<file path="config.mk">
export PLATFORM = sky130hd
export DESIGN_NAME = capture_ctrl
export DESIGN_NICKNAME = d
export VERILOG_FILES = /design/src/rtl/capture_pkg.sv /design/src/rtl/trig_combine.sv /design/src/rtl/decim_gate.sv /design/src/rtl/capture_ctrl.sv
export SDC_FILE = /design/constraint.sdc
export NUM_CORES = 1
export LEC_CHECK = 0
export BUFFER_PORTS_ARGS = -buffer_cell sky130_fd_sc_hd__buf_2
export CAP_MARGIN = 20
export CORE_UTILIZATION = 45
export CTS_CLUSTER_DIAMETER = 200
export DETAILED_ROUTE_END_ITERATION = 6
export PLACE_DENSITY_LB_ADDON = 0.12
export SLEW_MARGIN = 40
export SYNTH_ARGS = -nofsm -noshare
export SYNTH_HDL_FRONTEND = slang
export SYNTH_SLANG_ARGS = --single-unit
</file>
<file path="constraint.sdc">
create_clock -name clk -period 4.2 [get_ports clk]
set_input_delay 0.21 -clock clk [delete_from_list [all_inputs] [get_ports clk]]
set_output_delay 0.21 -clock clk [all_outputs]
set_load 0.05 [all_outputs]
</file>
<file path="src/rtl/capture_pkg.sv">
`timescale 1ns/1ps
package capture_pkg;
    localparam logic [1:0] OP_OR   = 2'd0;
    localparam logic [1:0] OP_AND  = 2'd1;
    localparam logic [1:0] OP_NAND = 2'd2;

    localparam logic [1:0] MODE_RISE = 2'd0;
    localparam logic [1:0] MODE_FALL = 2'd1;
    localparam logic [1:0] MODE_HIGH = 2'd2;
    localparam logic [1:0] MODE_LOW  = 2'd3;

    typedef enum logic [2:0] {
        ST_IDLE   = 3'd0,
        ST_ARMED  = 3'd1,
        ST_DELAY  = 3'd2,
        ST_RECORD = 3'd3,
        ST_DONE   = 3'd4
    } cap_state_e;
endpackage

</file>
<file path="src/rtl/trig_combine.sv">
`timescale 1ns/1ps
module trig_combine
    import capture_pkg::*;
#(
    parameter int LINES = 5
) (
    input  logic             clk,
    input  logic             rst_n,
    input  logic [LINES-1:0] lines,
    input  logic [LINES-1:0] mask,
    input  logic [1:0]       op,
    input  logic [1:0]       mode,
    output logic             hit
);
    logic             neutral;
    logic [LINES-1:0] forced;
    logic             level;
    logic             prev_d, prev_q;

    // AND-type operators need 1 as the neutral value, OR needs 0
    assign neutral = (op == OP_AND) || (op == OP_NAND);

    for (genvar i = 0; i < LINES; i++) begin : g_force
        assign forced[i] = mask[i] ? lines[i] : neutral;
    end

    always_comb begin
        unique case (op)
            OP_AND:  level = &forced;
            OP_NAND: level = ~&forced;
            default: level = |forced;
        endcase
        unique case (mode)
            MODE_RISE: hit = level & ~prev_q;
            MODE_FALL: hit = ~level & prev_q;
            MODE_HIGH: hit = level;
            default:   hit = ~level;
        endcase
        prev_d = level;
    end

    always_ff @(posedge clk or negedge rst_n) begin
        if (!rst_n) prev_q <= 1'b0;
        else        prev_q <= prev_d;
    end
endmodule

</file>
<file path="src/rtl/decim_gate.sv">
`timescale 1ns/1ps
module decim_gate #(
    parameter int DECIM_W = 16
) (
    input  logic               clk,
    input  logic               rst_n,
    input  logic               clear,
    input  logic [DECIM_W-1:0] factor,
    output logic               tick
);
    logic [DECIM_W-1:0] span;
    logic [DECIM_W-1:0] cnt_d, cnt_q;

    // factors 0 and 1 both mean "keep every sample"
    assign span = (factor <= DECIM_W'(1)) ? DECIM_W'(1) : factor;
    assign tick = (cnt_q == '0);

    always_comb begin
        if (clear)                           cnt_d = '0;
        else if (cnt_q >= span - DECIM_W'(1)) cnt_d = '0;
        else                                 cnt_d = cnt_q + DECIM_W'(1);
    end

    always_ff @(posedge clk or negedge rst_n) begin
        if (!rst_n) cnt_q <= '0;
        else        cnt_q <= cnt_d;
    end
endmodule

</file>
<file path="src/rtl/capture_ctrl.sv">
`timescale 1ns/1ps
module capture_ctrl
    import capture_pkg::*;
#(
    parameter int SAMPLE_W = 10,
    parameter int DEPTH    = 24573,
    parameter int LINES    = 5,
    parameter int DELAY_W  = 32,
    parameter int DECIM_W  = 16,
    parameter int ADDR_W   = $clog2(DEPTH)
) (
    input  logic                clk,
    input  logic                rst_n,
    input  logic [SAMPLE_W-1:0] sample_in,
    input  logic [LINES-1:0]    trig_lines,
    input  logic [LINES-1:0]    cfg_mask,
    input  logic [1:0]          cfg_op,
    input  logic [1:0]          cfg_mode,
    input  logic [DELAY_W-1:0]  cfg_delay,
    input  logic                cfg_pre_en,
    input  logic [ADDR_W-1:0]   cfg_pre_len,
    input  logic [DECIM_W-1:0]  cfg_decim,
    input  logic                arm,
    output logic                wr_en,
    output logic [ADDR_W-1:0]   wr_addr,
    output logic [SAMPLE_W-1:0] wr_data,
    output logic [ADDR_W-1:0]   start_ptr,
    output logic                armed,
    output logic                triggered,
    output logic                done
);
    localparam logic [ADDR_W-1:0] LAST_ADDR = ADDR_W'(DEPTH - 1);

    typedef struct packed {
        cap_state_e          state;
        logic [ADDR_W-1:0]   pre_ptr;
        logic [ADDR_W-1:0]   pre_cnt;
        logic [ADDR_W-1:0]   rec_addr;
        logic [ADDR_W-1:0]   start_ptr;
        logic [DELAY_W-1:0]  dly_cnt;
        logic                wen;
        logic [ADDR_W-1:0]   waddr;
        logic [SAMPLE_W-1:0] wdata;
    } cap_regs_t;

    cap_regs_t         d, q;
    logic              hit;
    logic              tick;
    logic              arm_take;
    logic              hit_take;
    logic              decim_clear;
    logic [ADDR_W-1:0] pre_len_eff;

    trig_combine #(.LINES(LINES)) trig_i (
        .clk   (clk),
        .rst_n (rst_n),
        .lines (trig_lines),
        .mask  (cfg_mask),
        .op    (cfg_op),
        .mode  (cfg_mode),
        .hit   (hit)
    );

    // the decimation phase restarts on arm, on trigger and throughout the delay
    assign decim_clear = arm_take | hit_take | (q.state == ST_DELAY);

    decim_gate #(.DECIM_W(DECIM_W)) decim_i (
        .clk    (clk),
        .rst_n  (rst_n),
        .clear  (decim_clear),
        .factor (cfg_decim),
        .tick   (tick)
    );

    // the presample region must leave at least one linear slot
    assign pre_len_eff = !cfg_pre_en ? '0 :
                         (cfg_pre_len > LAST_ADDR) ? LAST_ADDR : cfg_pre_len;

    always_comb begin
        d        = q;
        d.wen    = 1'b0;
        arm_take = 1'b0;
        hit_take = 1'b0;
        unique case (q.state)
            ST_IDLE, ST_DONE: begin
                if (arm) begin
                    arm_take    = 1'b1;
                    d.state     = ST_ARMED;
                    d.pre_ptr   = '0;
                    d.pre_cnt   = '0;
                    d.start_ptr = '0;
                end
            end
            ST_ARMED: begin
                if (hit) begin
                    hit_take    = 1'b1;
                    d.start_ptr = (pre_len_eff != '0 && q.pre_cnt == pre_len_eff)
                                  ? q.pre_ptr : '0;
                    d.rec_addr  = pre_len_eff;
                    d.dly_cnt   = '0;
                    d.state     = (cfg_delay == '0) ? ST_RECORD : ST_DELAY;
                end else if (tick && pre_len_eff != '0) begin
                    d.wen     = 1'b1;
                    d.waddr   = q.pre_ptr;
                    d.wdata   = sample_in;
                    d.pre_ptr = (q.pre_ptr == pre_len_eff - 1'b1) ? '0 : q.pre_ptr + 1'b1;
                    if (q.pre_cnt != pre_len_eff) d.pre_cnt = q.pre_cnt + 1'b1;
                end
            end
            ST_DELAY: begin
                d.dly_cnt = q.dly_cnt + 1'b1;
                if (q.dly_cnt == cfg_delay - 1'b1) d.state = ST_RECORD;
            end
            ST_RECORD: begin
                if (tick) begin
                    d.wen      = 1'b1;
                    d.waddr    = q.rec_addr;
                    d.wdata    = sample_in;
                    d.rec_addr = q.rec_addr + 1'b1;
                    if (q.rec_addr == LAST_ADDR) d.state = ST_DONE;
                end
            end
            default: d.state = ST_IDLE;
        endcase
    end

    always_ff @(posedge clk or negedge rst_n) begin
        if (!rst_n) begin
            q <= '{state: ST_IDLE, default: '0};
        end else begin
            q <= d;
        end
    end

    assign wr_en     = q.wen;
    assign wr_addr   = q.waddr;
    assign wr_data   = q.wdata;
    assign start_ptr = q.start_ptr;
    assign armed     = (q.state == ST_ARMED);
    assign triggered = (q.state == ST_DELAY) || (q.state == ST_RECORD) || (q.state == ST_DONE);
    assign done      = (q.state == ST_DONE);
endmodule

</file>
==> results.md, run 1 <==
- Status: finished clean
- Setup TNS: 0 ps
- Residual DRC count: 0
- Clock skew: 13.6 ps
- IO buf count: 134
- DP HPWL: 20300 µm
- Drt wl/cell: 17.2 µm
- Cell Area, Synth: 10200 µm²
- GR Overflow Total: 0
- Vias in the first global route: 8968
- Register area share after synthesis: 0.337
- Pin count of the biggest net entering global routing: 76
- Slew Viols, Final: 0
- Pleak: 0.00513 µW
- Initial antenna violation count: 1
- Via count: 9422
- Row count: 54
- Netlist cell types: 80
- Gr usage total: 0.242
- Predominant post-synthesis flop cell: dfrtp_1
- Root buffer cell: clkbuf_16
- Synth Register Bits: 138
- Starting DRC count in detailed routing: 716
- Type of the worst setup path: input pin to flip-flop
- Top post-synthesis cells by count: dfrtp_1 (138), nand2_1 (131), nor2_1 (103), o21ai_0 (75), a21oi_1 (71)
- RSZ-0062 raised after global routing: no
- H-tree depth: 4
- Post-Place Cell Area: 10900 µm²
- Count leader, synth: dfrtp_1
- Final Worst Setup Slack: 570 ps
- Met1 wire length: 12700 µm
- Startpoint types: input pin
- Period utilization: 0.864
- Max Used Layer: met4
- Vias per inst: 5.85
- First-pass GRT wire length: 45800 µm
- Area Growth Syn to Fin: 13.1%
- Synth top area share: 0.337
- Number of I/O pins: 135
- Critical Path RT: 4530 ps
- Core area: 22100 µm²
- Synth warn: 0
- PD cells: 480 nW/µm²
- Die Y: 153 µm
- CTS buffer count: 17
- Fin cells: 1611
- Met2 wire length: 13200 µm
- Clk_lat worst skew: 430 ps
- Max transition margin: 0.540
- Post-CTS Setup Bufs: 0
- Final Hold Vio Count: 0
- Layout cells sized above 1: 0.169
- Gate Count Post-Synth: 1241
- Synth Net Count: 1360
- Setup violators final: 0
- DRT antenna net count: 0
- CTS tree: built
- Starting Density: 0.464
- VDD IR max: 324 µV
- Crit end category: flip-flop
- Routability congestion estimate: 0.907
- Hold Crit Class: input pin to flip-flop
- Total wire length: 27800 µm
- EDFF count, synth: 0
- Die area: 23400 µm²
- Final worst path period need: 3630 ps
- Pre-CTS WS: 143 ps
- Max Root-Sink Buffers: 2
- Yosys top cell by area: dfrtp_1
- Routed met3 length: 1220 µm
- Worst-margin pin slew: 690 ps
- Max_cap viols: 0
- Final Instance Area: 11600 µm²
- FFs w/ async S/R, synth: 1.00
- Nets@finish: 1436
- Clk sinks: 138
- Clock slew at reported path FFs: 70 ps
- Synth top area cells: dfrtp_1 (34%), xnor2_1 (5.3%), nand2_1 (4.8%)
- Pre-antenna DRT Iters: 7
- Placed Cells: 1569
- Highest clock rate: 275 MHz
- Die extent in x: 153 µm
- CP Max Fanout: 16
- Synthesized area per cell: 8.26 µm²
- Worst Path Arrival: 3960 ps
worst max-delay path, stage by stage:
cell	delay [ps]
buf_2	110
or4_1	570
or3_1	380
or4_1	470
nor2_1	110
a21oi_1	120
ha_1	230
nand2_1	90
or2_1	120
nor2_1	50
xnor2_1	120
ha_1	300
a21o_1	180
a211oi_1	210
nand2_1	70
nor3_1	130
buf_4	230
nand2_1	80
a21oi_1	170
metrics by stage:
stage | hold slack, ps | utilization | power [µW]
final | 15.8 | 0.524 | 5570
after global routing | 0.325 | 0.524 | 5900
after CTS | 0.0905 | 0.524 | 5600
after detailed placement | 280 | 0.492 | 3990
after global placement | 286 | 0.492 | 3960
after floorplan | -85.6 | - | 3520
registers in the layout (all words and copies together) (netlist names):
| register | flops |
|---|---|
| wr_addr | 15 |
| decim_i.cnt_q | 16 |
| q | 80 |
| start_ptr | 15 |
| wr_en | 1 |
| wr_data | 10 |
| trig_i.prev_q | 1 |
cell type report:
cell class                      instances  area [µm²]
Fill cell                            2159       10500
Clock inverter                         15         199
Timing Repair Buffer                  171         977
Antenna cell                            1        2.50
Tap cell                              280         350
Sequential cell                       138        3450
Clock buffer                           17         425
Multi-Input combinational cell        951        6030
Inverter                               38         143
power breakdown:
group / total (µW) / internal (µW) / switching (µW)
clock network: 1590 / 912 / 677
logic: 2090 / 685 / 1410
registers: 1880 / 1590 / 296
total: 5570 / 3180 / 2380
cell families after synthesis:
logic type	count (synthesis)	synth area share
AO/OA/AOI/OAI	309	0.202
XOR/XNOR	103	0.0880
adder cells (fa/ha/maj)	28	0.0342
buffers and inverters	152	0.0749
flip-flops	138	0.337
multiplexers	21	0.0219
AND/OR/NAND/NOR	490	0.242
cell usage in the layout, fill, tap and decap left out, types with 12 or more instances in the layout:
cell / Yosys / final
o31ai_1: 12 / 12
buf_4: 44 / 28
o21ai_0: 75 / 75
a31oi_1: 13 / 13
a22o_1: 17 / 17
nand2_1: 131 / 131
or3_1: 13 / 13
a21oi_1: 71 / 71
ha_1: 28 / 28
xnor2_1: 62 / 62
nor3_1: 35 / 35
nand3_1: 57 / 57
nand2b_1: 12 / 12
a211oi_1: 12 / 12
buf_2: 18 / 133
a22oi_1: 18 / 18
inv_1: 37 / 37
clkbuf_16: 0 / 17
dfrtp_1: 138 / 138
nor2_1: 103 / 102
and3_1: 21 / 21
nor4_1: 17 / 16
nand4_1: 30 / 30
xor2_1: 41 / 41
metal layers:
layer / track usage / up-vias
met5: 0 / -
met2: 0.409 / 254
met4: 0.0847 / 0
li1: - / 4624
met3: 0.0383 / 45
met1: 0.314 / 4499
repair_timing:
item                      CTS  global route
hold endpoints to repair   80             1
gates resized for setup     0             0
hold buffers                8             1
worst paths after layout:
path / start / to / depth (start not counted) / slack, ps
worst max-delay path: cfg_decim[7] / decim_i.cnt_q[10]$_DFF_PN0_ / 19 / 570
worst min-delay path: sample_in[1] / wr_data[1]$_DFFE_PN0P_ / 2 / 20
worst max register to register: decim_i.cnt_q[0]$_DFF_PN0_ / q[93]$_DFFE_PN0P_ / 9 / 1240
worst min register to register: wr_addr[9]$_DFFE_PN0P_ / wr_addr[9]$_DFFE_PN0P_ / 2 / 460
max in group asynchronous: rst_n / q[36]$_DFFE_PN0P_ / 3 / 2890
min in group asynchronous: rst_n / wr_data[4]$_DFFE_PN0P_ / 2 / 360
Power figures use the tool's default switching activity.
==> run 2: changes to the inputs <==
CELL_PAD_IN_SITES_DETAIL_PLACEMENT = 0   (was unset)
CELL_PAD_IN_SITES_GLOBAL_PLACEMENT = 1   (was unset)
RECOVER_POWER = 100   (was unset)
==> results.md, run 2 (synthesis results as in run 1) <==
- Status: finished with violations (was finished clean)
- Failing checks: capacitance limit, slew limit
- Cell mode on critical path: nand2_1 (unchanged)
- Highest clock rate: 268 MHz (was 275 MHz)
- Crit end category: flip-flop (unchanged)
- Max reg flops: 80 (unchanged)
- DP HPWL: 21100 µm (was 20300 µm)
- Pleak: 0.00488 µW (was 0.00513 µW)
- Pin count of the biggest net entering global routing: 107 (was 76)
- Final Worst Setup Slack: 473 ps (was 570 ps)
- Startpoint types: input pin (unchanged)
- Max_cap viols: 1 (was 0)
- IO buf count: 134 (unchanged)
- Reg2Reg Depth: 9 (unchanged)
- Commonest non-fill, non-tap cell in the layout: dfrtp_1 (unchanged)
- Final Hold Vio Count: 0 (unchanged)
- Setup violators final: 0 (unchanged)
- Pre-CTS WS: 136 ps (was 143 ps)
- H-tree depth: 4 (unchanged)
- VDD IR max: 280 µV (was 324 µV)
- Worst Hold End: wr_data[3]$_DFFE_PN0P_ (was wr_data[1]$_DFFE_PN0P_)
- Worst flop-to-flop path startpoint: decim_i.cnt_q[0]$_DFF_PN0_ (unchanged)
- Top flop regs: q (80), decim_i.cnt_q (16) (unchanged)
- Max transition margin: -0.914 (was 0.540)
- Clock slew at reported path FFs: 70 ps (about the same)
- Setup TNS: 0 ps (unchanged)
- Gr usage total: 0.256 (was 0.242)
- Largest reg by FF count: q (unchanged)
- CTS buffer count: 17 (unchanged)
- Worst-margin pin slew: 2870 ps (was 690 ps)
- Routability congestion estimate: 0.886 (was 0.907)
- Crit-path slowest cell: or4_1 (unchanged)
- Area Growth Syn to Fin: 10.9% (was 13.1%)
- Period utilization: 0.887 (was 0.864)
- CP cell instances: clkbuf_1 > or4_1 > or3_1 > or4_1 > nor2_1 > a21oi_1 > ha_1 > nand2_1 > or2_1 > nor2_1 > xnor2_1 > ha_1 > a21o_1 > a211oi_1 > nand2_1 > nor3_1 > clkbuf_2 > nand2_1 > a21oi_1 (was buf_2 > or4_1 > or3_1 > or4_1 > nor2_1 > a21oi_1 > ha_1 > nand2_1 > or2_1 > nor2_1 > xnor2_1 > ha_1 > a21o_1 > a211oi_1 > nand2_1 > nor3_1 > buf_4 > nand2_1 > a21oi_1)
- R2r setup slk: 840 ps (was 1240 ps)
- RSZ-0062 raised after global routing: no (unchanged)
- Residual DRC count: 0 (unchanged)
- Delay of the slowest critical-path stage: 560 ps (was 570 ps)
- CTS tree: built (unchanged)
- Via count: 9510 (was 9422)
- Fill count: 2206 (was 2159)
- Starting DRC count in detailed routing: 676 (was 716)
- Type of the worst setup path: input pin to flip-flop (unchanged)
- Initial antenna violation count: 0 (was 1)
- Max Root-Sink Buffers: 2 (unchanged)
- Final Instance Area: 11400 µm² (was 11600 µm²)
- First-pass GRT wire length: 47700 µm (was 45800 µm)
- Number of I/O pins: 135 (unchanged)
- Critical Path RT: 4540 ps (was 4530 ps)
- Die Y: 153 µm (unchanged)
- Clk sinks: 138 (unchanged)
- Pre-antenna DRT Iters: 5 (was 7)
- Min-delay src: sample_in[3] (was sample_in[1])
- CP Max Fanout: 16 (unchanged)
- Post-Place Cell Area: 10800 µm² (was 10900 µm²)
- Vias per inst: 5.95 (was 5.85)
- Worst Path Arrival: 4070 ps (was 3960 ps)
- Commonest cells after routing, fill and taps aside: dfrtp_1 (138), nand2_1 (131), nor2_1 (103) (was dfrtp_1 (138), buf_2 (133), nand2_1 (131))
- Die area: 23400 µm² (unchanged)
- Final worst path period need: 3730 ps (was 3630 ps)
- PD cells: 479 nW/µm² (was 480 nW/µm²)
- GR Overflow Total: 0 (unchanged)
- DRT antenna net count: 0 (unchanged)
- Root buffer cell: clkbuf_16 (unchanged)
- Antenna cells: 0 (was 1)
- Hold Crit Class: input pin to flip-flop (unchanged)
- Drt wl/cell: 18.1 µm (was 17.2 µm)
- Clock skew: 12.4 ps (was 13.6 ps)
- Core area: 22100 µm² (unchanged)
- Nets@finish: 1425 (was 1436)
- Slew Viols, Final: 50 (was 0)
- Total chip power: 5450 µW (was 5570 µW)
- Total wire length: 28900 µm (was 27800 µm)
- Starting Density: 0.464 (unchanged)
- WHS Path Cells: 2 (unchanged)
- Die extent in x: 153 µm (unchanged)
- Vias in the first global route: 9012 (was 8968)
- Worst R2R End: q[99]$_DFFE_PN0P_ (was q[93]$_DFFE_PN0P_)
- Layout cells sized above 1: 0.126 (was 0.169)
- Clk_lat worst skew: 430 ps (about the same)
- Row count: 54 (unchanged)
[run 2: timing repair]
action / 4_1_cts / 5_1_grt
resized for setup: 0 / 0
hold buffers: 1 / 0
setup buffers: 0 / 0
hold endpoints to repair: 105 / 0
[run 2: how the worst max path moves through the flow]
stage,start,to,cells past startpoint
floorplan,cfg_decim[7],decim_i.cnt_q[10]$_DFF_PN0_,18
global placement,cfg_decim[7],decim_i.cnt_q[2]$_DFF_PN0_,19
detailed placement,cfg_decim[7],decim_i.cnt_q[15]$_DFF_PN0_,19
CTS,cfg_decim[7],decim_i.cnt_q[1]$_DFF_PN0_,19
global route,cfg_decim[7],decim_i.cnt_q[7]$_DFF_PN0_,19
finish,cfg_decim[7],decim_i.cnt_q[15]$_DFF_PN0_,19
[run 2: worst max-delay path, delay by kind of cell]
| kind | cells | cell delay (ps) |
|---|---|---|
| AO/OA/AOI/OAI | 4 | 700 |
| XOR/XNOR | 1 | 120 |
| adder cells (fa/ha/maj) | 2 | 530 |
| buffers and inverters | 2 | 430 |
| AND/OR/NAND/NOR | 10 | 2070 |
[run 2: per-stage QoR]
step / util / cells / hold WS, ps
final: 0.514 / 1599 / 10.2
after global routing: 0.514 / 1599 / 0.133
after CTS: 0.518 / 1598 / 0.242
after detailed placement: 0.491 / 1565 / 328
after global placement: 0.490 / 1565 / 408
after floorplan: - / 1241 / -85.6
[run 2: layer usage]
| layer | share of wire | global-route usage | vias to the layer above |
|---|---|---|---|
| li1 | - | - | 4609 |
| met1 | 0.49 | 0.365 | 4566 |
| met2 | 0.45 | 0.404 | 301 |
| met3 | 0.050 | 0.0411 | 34 |
| met4 | 0.015 | 0.0625 | 0 |
| met5 | 0 | 0 | - |
[run 2: final cells by class]
| type | count | area (µm²) | area share |
|---|---|---|---|
| Inverter | 38 | 143 | 0.0125 |
| Tap cell | 280 | 350 | 0.0308 |
| Clock inverter | 14 | 158 | 0.0139 |
| Timing Repair Buffer | 160 | 807 | 0.0710 |
| Clock buffer | 18 | 429 | 0.0378 |
| Sequential cell | 138 | 3450 | 0.304 |
| Multi-Input combinational cell | 951 | 6030 | 0.530 |
[run 2: power by group]
group | switching [µW] | internal [µW]
registers | 287 | 1590
logic | 1430 | 616
clock network | 637 | 888
